$ cat config.mk
export PLATFORM = sky130hd
export DESIGN_NAME = pix_evt_counter
export DESIGN_NICKNAME = d
export VERILOG_FILES = /design/src/rtl/pec_pkg.sv /design/src/rtl/pec_sync.sv /design/src/rtl/pec_core.sv /design/src/rtl/pec_readout.sv /design/src/rtl/pix_evt_counter.sv
export SDC_FILE = /design/constraint.sdc
export NUM_CORES = 1
export LEC_CHECK = 0
export BUFFER_PORTS_ARGS = -buffer_cell sky130_fd_sc_hd__buf_4
export CAP_MARGIN = 10
export CORE_UTILIZATION = 35
export CTS_CLUSTER_DIAMETER = 150
export DETAILED_ROUTE_END_ITERATION = 8
export PLACE_DENSITY = 0.52
export SYNTH_ARGS = -nofsm -noshare
export SYNTH_HDL_FRONTEND = slang
export SYNTH_SLANG_ARGS = --single-unit
$ cat constraint.sdc
create_clock -name clk -period 2.2 [get_ports clk]
set_input_delay 0.22 -clock clk [delete_from_list [all_inputs] [get_ports clk]]
set_output_delay 0.22 -clock clk [all_outputs]
set_load 0.02 [all_outputs]
$ cat src/rtl/pec_pkg.sv
package pec_pkg;

  typedef enum logic [1:0] {
    PM_OFF  = 2'b00,
    PM_HITS = 2'b01,
    PM_TOT  = 2'b10,
    PM_TOA  = 2'b11
  } pix_mode_e;

endpackage

$ cat src/rtl/pec_sync.sv
// Multi-stage synchronizer for the discriminator, with a registered
// previous value used to find rising excursions.
module pec_sync #(
  parameter int STAGES = 2
) (
  input  logic clk,
  input  logic rst,
  input  logic d_async,
  output logic lvl,
  output logic rise
);

  logic [STAGES-1:0] chain;
  logic              prev_q;

  always_ff @(posedge clk) begin
    if (rst) chain[0] <= 1'b0;
    else     chain[0] <= d_async;
  end

  for (genvar g = 1; g < STAGES; g++) begin : g_stage
    always_ff @(posedge clk) begin
      if (rst) chain[g] <= 1'b0;
      else     chain[g] <= chain[g-1];
    end
  end

  always_ff @(posedge clk) begin
    if (rst) prev_q <= 1'b0;
    else     prev_q <= chain[STAGES-1];
  end

  assign lvl  = chain[STAGES-1];
  assign rise = chain[STAGES-1] & ~prev_q;

endmodule

$ cat src/rtl/pec_core.sv
// Mode-selected saturating counter with shutter gating.
module pec_core
  import pec_pkg::*;
#(
  parameter int CNT_W = 14
) (
  input  logic             clk,
  input  logic             rst,
  input  logic [1:0]       mode,
  input  logic             shutter,
  input  logic             hit_lvl,
  input  logic             hit_rise,
  output logic [CNT_W-1:0] cnt
);

  localparam logic [CNT_W-1:0] CNT_MAX = {CNT_W{1'b1}};

  pix_mode_e mode_e;
  logic      shut_q;
  logic      armed_q;
  logic      open_edge;
  logic      step;
  logic      arm_set;

  assign mode_e    = pix_mode_e'(mode);
  assign open_edge = shutter & ~shut_q;

  always_comb begin
    step    = 1'b0;
    arm_set = 1'b0;
    unique case (mode_e)
      PM_OFF:  step = 1'b0;
      PM_HITS: step = hit_rise;
      PM_TOT:  step = hit_lvl;
      PM_TOA: begin
        arm_set = hit_rise & ~armed_q;
        step    = armed_q | hit_rise;
      end
      default: step = 1'b0;
    endcase
    step = step & shutter & ~open_edge;
  end

  always_ff @(posedge clk) begin
    if (rst) shut_q <= 1'b0;
    else     shut_q <= shutter;
  end

  always_ff @(posedge clk) begin
    if (rst) begin
      cnt     <= '0;
      armed_q <= 1'b0;
    end else if (open_edge) begin
      armed_q <= 1'b0;
      if (mode_e != PM_OFF) cnt <= '0;
    end else begin
      if (arm_set && shutter) armed_q <= 1'b1;
      if (step && cnt != CNT_MAX) cnt <= cnt + 1'b1;
    end
  end

endmodule

$ cat src/rtl/pec_readout.sv
// Snapshot register with MSB-first serial shift.
module pec_readout #(
  parameter int CNT_W = 14
) (
  input  logic             clk,
  input  logic             rst,
  input  logic             shutter,
  input  logic             load,
  input  logic             shift_en,
  input  logic [CNT_W-1:0] cnt,
  output logic             sout
);

  logic [CNT_W-1:0] snap_q;

  always_ff @(posedge clk) begin
    if (rst)                   snap_q <= '0;
    else if (load && !shutter) snap_q <= cnt;
    else if (shift_en)         snap_q <= {snap_q[CNT_W-2:0], 1'b0};
  end

  assign sout = snap_q[CNT_W-1];

endmodule

$ cat src/rtl/pix_evt_counter.sv
module pix_evt_counter #(
  parameter int CNT_W       = 14,
  parameter int SYNC_STAGES = 2
) (
  input  logic             clk,
  input  logic             rst,
  input  logic             disc_async,
  input  logic             shutter,
  input  logic [1:0]       mode,
  input  logic             load,
  input  logic             shift_en,
  output logic [CNT_W-1:0] count_o,
  output logic             sout
);

  logic hit_lvl;
  logic hit_rise;

  pec_sync #(.STAGES(SYNC_STAGES)) u_sync (
    .clk     (clk),
    .rst     (rst),
    .d_async (disc_async),
    .lvl     (hit_lvl),
    .rise    (hit_rise)
  );

  pec_core #(.CNT_W(CNT_W)) u_core (
    .clk      (clk),
    .rst      (rst),
    .mode     (mode),
    .shutter  (shutter),
    .hit_lvl  (hit_lvl),
    .hit_rise (hit_rise),
    .cnt      (count_o)
  );

  pec_readout #(.CNT_W(CNT_W)) u_ro (
    .clk      (clk),
    .rst      (rst),
    .shutter  (shutter),
    .load     (load),
    .shift_en (shift_en),
    .cnt      (count_o),
    .sout     (sout)
  );

endmodule

==> results of run 1 <==
[Yosys cell counts]
cell / n / area share [%]
dfxtp_1: 33 / 41
mux2i_1: 18 / 11
nor2_1: 15 / 3.5
a211oi_1: 13 / 6.1
nand2_1: 12 / 2.8
buf_2: 6 / 1.9
nand2b_1: 6 / 2.3
nand4_1: 6 / 2.3
nor2b_1: 6 / 2.3
or4_1: 6 / 2.8
a21oi_1: 5 / 1.6
a31oi_1: 5 / 2.0
clkbuf_1: 5 / 1.2
nand3_1: 5 / 1.6
o211ai_1: 5 / 2.3
and3_1: 3 / 1.2
o31ai_1: 3 / 1.4
or3_1: 3 / 1.2
and4_1: 2 / 1.1
o311ai_0: 2 / 1.1
o41ai_1: 2 / 1.1
a211o_1: 1 / 0.55
a21o_1: 1 / 0.47
and3b_1: 1 / 0.55
buf_1: 1 / 0.23
ha_1: 1 / 0.78
inv_1: 1 / 0.23
mux2_1: 1 / 0.70
nor3_1: 1 / 0.31
nor4_1: 1 / 0.39
nor4_2: 1 / 0.78
nor4b_1: 1 / 0.55
o21a_1: 1 / 0.47
o31a_1: 1 / 0.55
or2_2: 1 / 0.39
or3b_2: 1 / 0.55
[worst reg2reg max path: stages, from the launching register on]
cell and delay (ns):
dfxtp_1 0.42, ha_1 0.24, nand4_1 0.17, or4_1 0.53, a211o_1 0.29, a31oi_1 0.15
[sequential cells by signal, indices dropped and copies added, names as in the netlist]
signal and count:
u_core.armed_q 1, u_core.cnt 14, u_core.shut_q 1, u_ro.snap_q 14, u_sync.chain 1, u_sync.lvl 1
u_sync.prev_q 1
[power groups by stage]
stage               Combinational [W]  Sequential, W  Clock [W]
floorplan                   0.0000703       0.000637          0
CTS                          0.000102       0.000625   0.000479
global route                 0.000112       0.000626   0.000503
finish                       0.000101       0.000625   0.000462
detailed placement           0.000102       0.000638          0
global placement            0.0000994       0.000637          0
[worst max-delay path by stage]
stage               cells past startpoint             end
floorplan                               6   u_core.cnt[5]
global placement                        5  u_core.cnt[12]
detailed placement                      5  u_core.cnt[12]
CTS                                     5  u_core.cnt[12]
global route                            5  u_core.cnt[12]
finish                                  5  u_core.cnt[12]
[cells by family after synthesis]
| family | count (synthesis) |
|---|---|
| AND/OR/NAND/NOR | 71 |
| AO/OA/AOI/OAI | 39 |
| flip-flops | 33 |
| multiplexers | 19 |
| buffers and inverters | 13 |
| adder cells (fa/ha/maj) | 1 |
[cell type report]
cell class / instances / area share (%)
Multi-Input combinational cell: 130 / 46.6
Clock buffer: 7 / 4.56
Tap cell: 52 / 3.44
Inverter: 1 / 0.198
Sequential cell: 33 / 34.9
Timing Repair Buffer: 26 / 10.3
[cell usage in the layout, fill, tap and decap left out, types with 3 or more instances in the layout]
cell type,Yosys,routed
nand3_1,5,5
dfxtp_1,33,33
o31ai_1,3,3
nor2b_1,6,6
o211ai_1,5,5
a31oi_1,5,5
mux2i_1,18,18
nand2b_1,6,6
or4_1,6,6
nor2_1,15,15
and3_1,3,3
a21oi_1,5,5
nand4_1,6,6
clkbuf_8,0,6
buf_4,0,26
a211oi_1,13,13
or3_1,3,3
nand2_1,12,12
[through the flow]
| step | instance area (um^2) | worst slack (ns) | total power, W |
|---|---|---|---|
| floorplan | 1600 | 0.322 | 0.000707 |
| global placement | 1810 | 0.433 | 0.000737 |
| detailed placement | 1810 | 0.355 | 0.000740 |
| CTS | 1890 | 0.337 | 0.00121 |
| global route | 1890 | 0.211 | 0.00124 |
| finish | 1890 | 0.331 | 0.00119 |
[routing by layer]
| layer | vias to the layer above | global-route usage (%) | share of wire, % |
|---|---|---|---|
| li1 | 710 | - | - |
| met1 | 695 | 20.8 | 46 |
| met2 | 28 | 28.8 | 49 |
| met3 | 8 | 5.67 | 3.8 |
| met4 | 0 | 6.58 | 1.4 |
| met5 | - | 0 | 0 |
==> results.cfg, run 1 <==
[run_status]
run_status = complete, no violations

[detailed_routing]
drc = 0
drt_iter0_markers = 51
routed_via_density = 5.79
first_pass_iters = 4
wl_per_cell_um = 15.7
vias = 1441
ant_nets = 0
wirelength_mm = 3.92

[sta]
fin_setup_tns_ns = 0
fmax_mhz = 535
period_share_pct = 85.0
fin_crit_ns = 1.87
timing_max_transition_violations_final = 0
finalSetupViolations = 0
tightest_slew_ns = 0.417
slew_headroom_pct = 71.8
hold_ws_ns = 0.151
finalHoldViolCount = 0
fin_skew_ns = 0.00474
rsz0062_at_grt = false

[yosys]
synth_mux_area_share_pct = 12.0
yosys_register_bits = 33
synth_seq_area_share_pct = 41.3
synth-compound-area-share_pct = 17.6
synth-simple-area-share_pct = 24.7
synth_warnings = 0
synth_top_family_by_area = simple AND/OR/NAND/NOR gates
synth-xor-area-share_pct = 0
synth.net_count = 185
yosysUniqueCellTypes = 36
syn_avg_cell_area_um2 = 9.08
syn_area_mm2 = 0.00160
yosys.area_share.adder_pct = 0.783
synthCells = 176

[clock_tree]
clock-sinks = 33
numCtsBuffers = 5
cts_hold_buffers = 0
clk_latency_ns = 0.28
cts_tree = done
cts-root-buf = clkbuf_8
cts_setup_buffers = 0
cts_buffer_depth = 2
h-tree-depth = 2
cts_resized = 0
clk_pin_slew_ns = 0.07

[power_and_ir_drop]
cellPowerDensity_mw_per_mm2 = 628
vdd_drop_max_mv = 0.283
seqPwrFrac_pct = 52.6
comb_power_share_pct = 8.5
intPower_w = 0.000906
switching_share_pct = 23.7
p_leak_nw = 0.740
p_clk_share_pct = 38.9
p_sw_w = 0.000282

[global_routing]
gr-total-overflow = 0
grt_max_degree = 28
grt_pass1_vias = 1461
grt_pass1_wl_mm = 6.65
track_usage_pct = 17.4
antenna_found_initial = 0

[worst_setup_path]
cp_max_fo = 6
slowest_delay_ns = 0.53
crit_chain = ha_1 -> nand4_1 -> or4_1 -> a211o_1 -> a31oi_1
r2r_cells = 5
cp_slowest_cell = or4_1
cp_num_buf_inv = 0
crit_required_ns = 2.41
r2r_end = u_core.cnt[12]
crit_start = u_core.cnt[0]
critical_path_arrival_ns = 2.08
criticalPathCategory = flop to flop
r2r_slack_ns = 0.33
cp-start-kind = flop
crit_family = simple AND/OR/NAND/NOR gates
end_kind = flop
rr_startpoint = u_core.cnt[0]

[placement]
portBuffers = 22
globalplace.congestion = 0.853
hpwl_mm = 2.72
post-place-cells = 242

[die]
die_y_um = 69.6
fp.coreArea_mm2 = 0.00438
die_w_um = 69.6
die_area_mm2 = 0.00484
row_count = 24
start_util_pct = 36.4
num_io_pins = 23

[finish]
antenna_cells = 0
post_route_cells_drive_above_1_share_pct = 17.8
fin_util_pct = 43.2
instances_no_fill = 249
nFillCells = 442
syn2layout_area_growth_pct = 18.4
fin_nets = 206
multi_input_area_um2 = 881
seq_area_um2 = 661

[worst_hold_path]
whs_endpoint = u_sync.chain[0]
min_path_cells = 2
hold_path_startpoint = disc_async
min_path_type = input port to flop

[job]
cap_violations = 0
Power figures use the tool's default switching activity.
==> inputs of run 2 (changes only) <==
clock period = 1.9 ns   (was 2.2 ns; I/O delays follow)
==> run 2 against run 1 <==
  * Sequential cell count is the same
  * Sequential power is 16% higher
  * Core utilization rose by 0.68 points
  * Die area unchanged
  * Critical path depth unchanged
  * Via count decreased by 1.7%
  * Sequential share of layout area decreased by 0.55 points
  * Critical path type unchanged
  * Critical endpoint unchanged
  * Largest cell class unchanged
  * Highest routed layer unchanged
==> results.cfg, run 2 (synthesis results as in run 1) <==
[clock_tree]
clock-sinks = 33
cts_tree = done
cts_hold_buffers = 0
cts_setup_buffers = 0
numCtsBuffers = 5
clk_latency_ns = 0.28
cts-root-buf = clkbuf_8
h-tree-depth = 2
clk_pin_slew_ns = 0.07
cts_buffer_depth = 2
cts_resized = 0

[worst_setup_path]
r2r_cells = 5
crit_required_ns = 2.11
critical_path_arrival_ns = 2.01
rr_startpoint = u_core.cnt[0]
end_kind = flop
cp-start-kind = flop
crit_start = u_core.cnt[0]
crit_chain = ha_1 -> nand4_1 -> or4_1 -> a211o_1 -> a31oi_1
criticalPathCategory = flop to flop
cp_max_fo = 4
slowest_delay_ns = 0.53
cp_slowest_cell = or4_1

[worst_hold_path]
min_path_type = input port to flop
min_path_cells = 2
hold_path_startpoint = disc_async

[die]
die_area_mm2 = 0.00484
num_io_pins = 23
fp.coreArea_mm2 = 0.00438
start_util_pct = 36.4
die_y_um = 69.6
row_count = 24
die_w_um = 69.6

[placement]
portBuffers = 22
post-place-cells = 245
hpwl_mm = 2.69
globalplace.congestion = 0.818

[power_and_ir_drop]
vdd_drop_max_mv = 0.319
cellPowerDensity_mw_per_mm2 = 710
p_leak_nw = 0.760

[detailed_routing]
routed_via_density = 5.58
drc = 0
vias = 1417
ant_nets = 0
drt_iter0_markers = 83
first_pass_iters = 4
wirelength_mm = 3.87
wl_per_cell_um = 15.2

[global_routing]
grt_max_degree = 28
grt_pass1_wl_mm = 6.42
track_usage_pct = 16.8
grt_pass1_vias = 1347
gr-total-overflow = 0
antenna_found_initial = 0

[sta]
hold_ws_ns = 0.115
tightest_slew_ns = 0.380
slew_headroom_pct = 74.3
finalSetupViolations = 0
fin_skew_ns = 0.00490
period_share_pct = 94.5
timing_max_transition_violations_final = 0
fmax_mhz = 557
fin_crit_ns = 1.80
finalHoldViolCount = 0

[finish]
fin_nets = 210
final_cell_mix = 33 x dfxtp_1, 30 x buf_4, 18 x mux2i_1
instances_no_fill = 254
syn2layout_area_growth_pct = 20.3
antenna_cells = 0
reg_top3 = u_core.cnt x14, u_ro.snap_q x14
fin_util_pct = 43.8
post_route_cells_drive_above_1_share_pct = 20.3
layout_commonest_cell = dfxtp_1

[run_status]
run_status = complete, no violations

[job]
cap_violations = 0
[run 2: final timing paths]
check                    end  slack, ns
min          u_sync.chain[0]       0.11
max reg2reg   u_core.cnt[12]       0.10
min reg2reg       u_sync.lvl       0.45
max           u_core.cnt[12]       0.10
[run 2: per-stage QoR]
stage | cell area [um^2] | setup WS (ns) | setup TNS [ns] | total power, W
after global placement | 1830 | 0.194 | 0 | 0.000853
after CTS | 1910 | 0.113 | 0 | 0.00138
final | 1920 | 0.105 | 0 | 0.00136
after global routing | 1920 | -0.0126 | -0.0126 | 0.00143
after detailed placement | 1830 | 0.138 | 0 | 0.000857
after floorplan | 1600 | 0.0222 | 0 | 0.000819
[run 2: cell type report]
type	instances	area, um^2
Clock inverter	3	17.5
Tap cell	52	65.1
Timing Repair Buffer	30	225
Fill cell	418	2460
Multi-Input combinational cell	130	881
Inverter	1	3.75
Sequential cell	33	661
Clock buffer	5	68.8
[run 2: power by group]
part | total, W | switching, W | internal (W)
clock network | 0.000523 | 0.000270 | 0.000253
logic | 0.000119 | 0.0000693 | 0.0000492
registers | 0.000722 | 0.0000100 | 0.000712
[run 2: worst max-delay path: cells and delay by family, from the launching register on]
kind / cells / cell delay, ns
flip-flops: 1 / 0.34
AO/OA/AOI/OAI: 2 / 0.43
adder cells (fa/ha/maj): 1 / 0.22
AND/OR/NAND/NOR: 2 / 0.72
[run 2: metal layers]
metal	wire length, um	part of all wire, %	global-route usage, %	up-vias
met3	122	3.2	4.22	9
met5	0	0	0	-
met4	89	2.3	6.80	0
met1	1790	46	20.8	662
li1	-	-	-	716
met2	1870	48	27.7	30
==> inputs of run 3 (changes only) <==
CORE_UTILIZATION = 42   (was 35)
PLACE_DENSITY = 0.61   (was 0.52)
==> run 3 against run 2 <==
  * Count of clock-buffer cells in the layout did not move
  * Combinational power barely moved
  * Setup slack improved by 0.027 ns
  * Final area rose by 3.3%
  * Critical path type unchanged
  * First-iteration DRC count fell by 2.4%
  * Clock skew rose by 0.0038 ns
  * Core utilization rose by 10 points
  * Via count rose by 1.3%
==> results.cfg, run 3 (synthesis results as in run 1) <==
[sta]
period_share_pct = 93.1
finalSetupViolations = 0
fin_setup_tns_ns = 0
finalHoldViolCount = 0
timing_max_transition_violations_final = 0
fin_skew_ns = 0.00871
tightest_slew_ns = 0.330
slew_headroom_pct = 77.7
fin_crit_ns = 1.77
fmax_mhz = 566
rsz0062_at_grt = false

[clock_tree]
cts-root-buf = clkbuf_8
cts_setup_buffers = 0
numCtsBuffers = 5
cts_tree = done
clk_latency_ns = 0.29
h-tree-depth = 2
clk_pin_slew_ns = 0.07
cts_buffer_depth = 2
clock-sinks = 33

[finish]
post_route_cells_drive_above_1_share_pct = 21.2
reg_top3 = u_core.cnt x14, u_ro.snap_q x14
final_cell_mix = 32 x dfxtp_1, 30 x buf_4, 18 x mux2i_1
layout_commonest_cell = dfxtp_1
syn2layout_area_growth_pct = 24.3
nFillCells = 341
fin_nets = 211
antenna_cells = 0

[die]
die_w_um = 63.7
row_count = 22
num_io_pins = 23
fp.coreArea_mm2 = 0.00366
die_area_mm2 = 0.00406
die_y_um = 63.7
start_util_pct = 43.6

[detailed_routing]
drt_iter0_markers = 81
ant_nets = 0
wirelength_mm = 3.67
routed_via_density = 5.72
drc = 0
wl_per_cell_um = 14.6
vias = 1435
first_pass_iters = 4

[power_and_ir_drop]
p_leak_nw = 0.798
cellPowerDensity_mw_per_mm2 = 825
vdd_drop_max_mv = 0.484
p_total_w = 0.00164

[worst_setup_path]
crit_required_ns = 2.12
cp-start-kind = flop
cp_max_fo = 6
critical_path_arrival_ns = 1.99
r2r_slack_ns = 0.13
end_kind = flop
criticalPathCategory = flop to flop

[global_routing]
gr-total-overflow = 0
grt_pass1_vias = 1346
track_usage_pct = 19.8
antenna_found_initial = 0
grt_max_degree = 24
grt_pass1_wl_mm = 6.23

[placement]
globalplace.congestion = 0.825
hpwl_mm = 2.61
portBuffers = 22

[job]
cap_violations = 0

[worst_hold_path]
min_path_type = input port to flop

[run_status]
run_status = complete, no violations
==> run 3: stage by stage <==
stage / setup slack (ns) / utilization (%) / instances / area (um^2) / hold slack [ns]
global placement: 0.132 / 50.5 / 243 / 1850 / 0.409
finish: 0.132 / 54.2 / 251 / 1990 / 0.113
global route: 0.0370 / 54.2 / 251 / 1990 / 0.114
floorplan: 0.0222 / - / 176 / 1600 / 0.318
detailed placement: 0.0861 / 50.5 / 243 / 1850 / 0.410
CTS: 0.0667 / 54.2 / 251 / 1980 / 0.108
==> run 3: final cells by class <==
class,count,area [um^2],area share (%)
clock buffer,5,68.8,3.47
clock inverter,3,65.1,3.28
inverter,1,3.75,0.189
multi-input combinational,130,881,44.4
sequential,33,662,33.3
tap,48,60.1,3.02
timing repair buffer,31,245,12.4
==> run 3: worst paths after layout <==
kind	start	end	depth (start not counted)
worst max-delay path	u_core.cnt[0]	u_core.cnt[12]	5
worst min-delay path	disc_async	u_sync.chain[0]	2
worst max register to register	u_core.cnt[0]	u_core.cnt[12]	5
worst min register to register	u_sync.chain[0]	u_sync.lvl	1
==> run 3: critical path, stage by stage, from the launching register on <==
cell and delay [ns]:
dfxtp_2 0.38, ha_1 0.21, nand4_1 0.17, or4_1 0.52, a211o_1 0.28, a31oi_1 0.15
==> run 3: power breakdown <==
part | internal, W | switching, W | total (W)
clock network | 0.000521 | 0.000276 | 0.000797
registers | 0.000712 | 0.0000103 | 0.000723
logic | 0.0000508 | 0.0000670 | 0.000118
==> run 3: what timing repair did <==
| item | CTS | global route |
|---|---|---|
| hold buffers | 0 | 0 |
| endpoints found under the setup margin | 0 | 1 |
| gates resized for setup | 0 | 1 |
==> run 3: routing by layer <==
layer	routed length [um]	part of all wire [%]	up-vias	GRT usage [%]
li1	-	-	719	-
met1	1680	46	678	23.7
met2	1800	49	32	32.4
met3	138	3.8	6	5.07
met4	59	1.6	0	9.66
met5	0	0	-	0
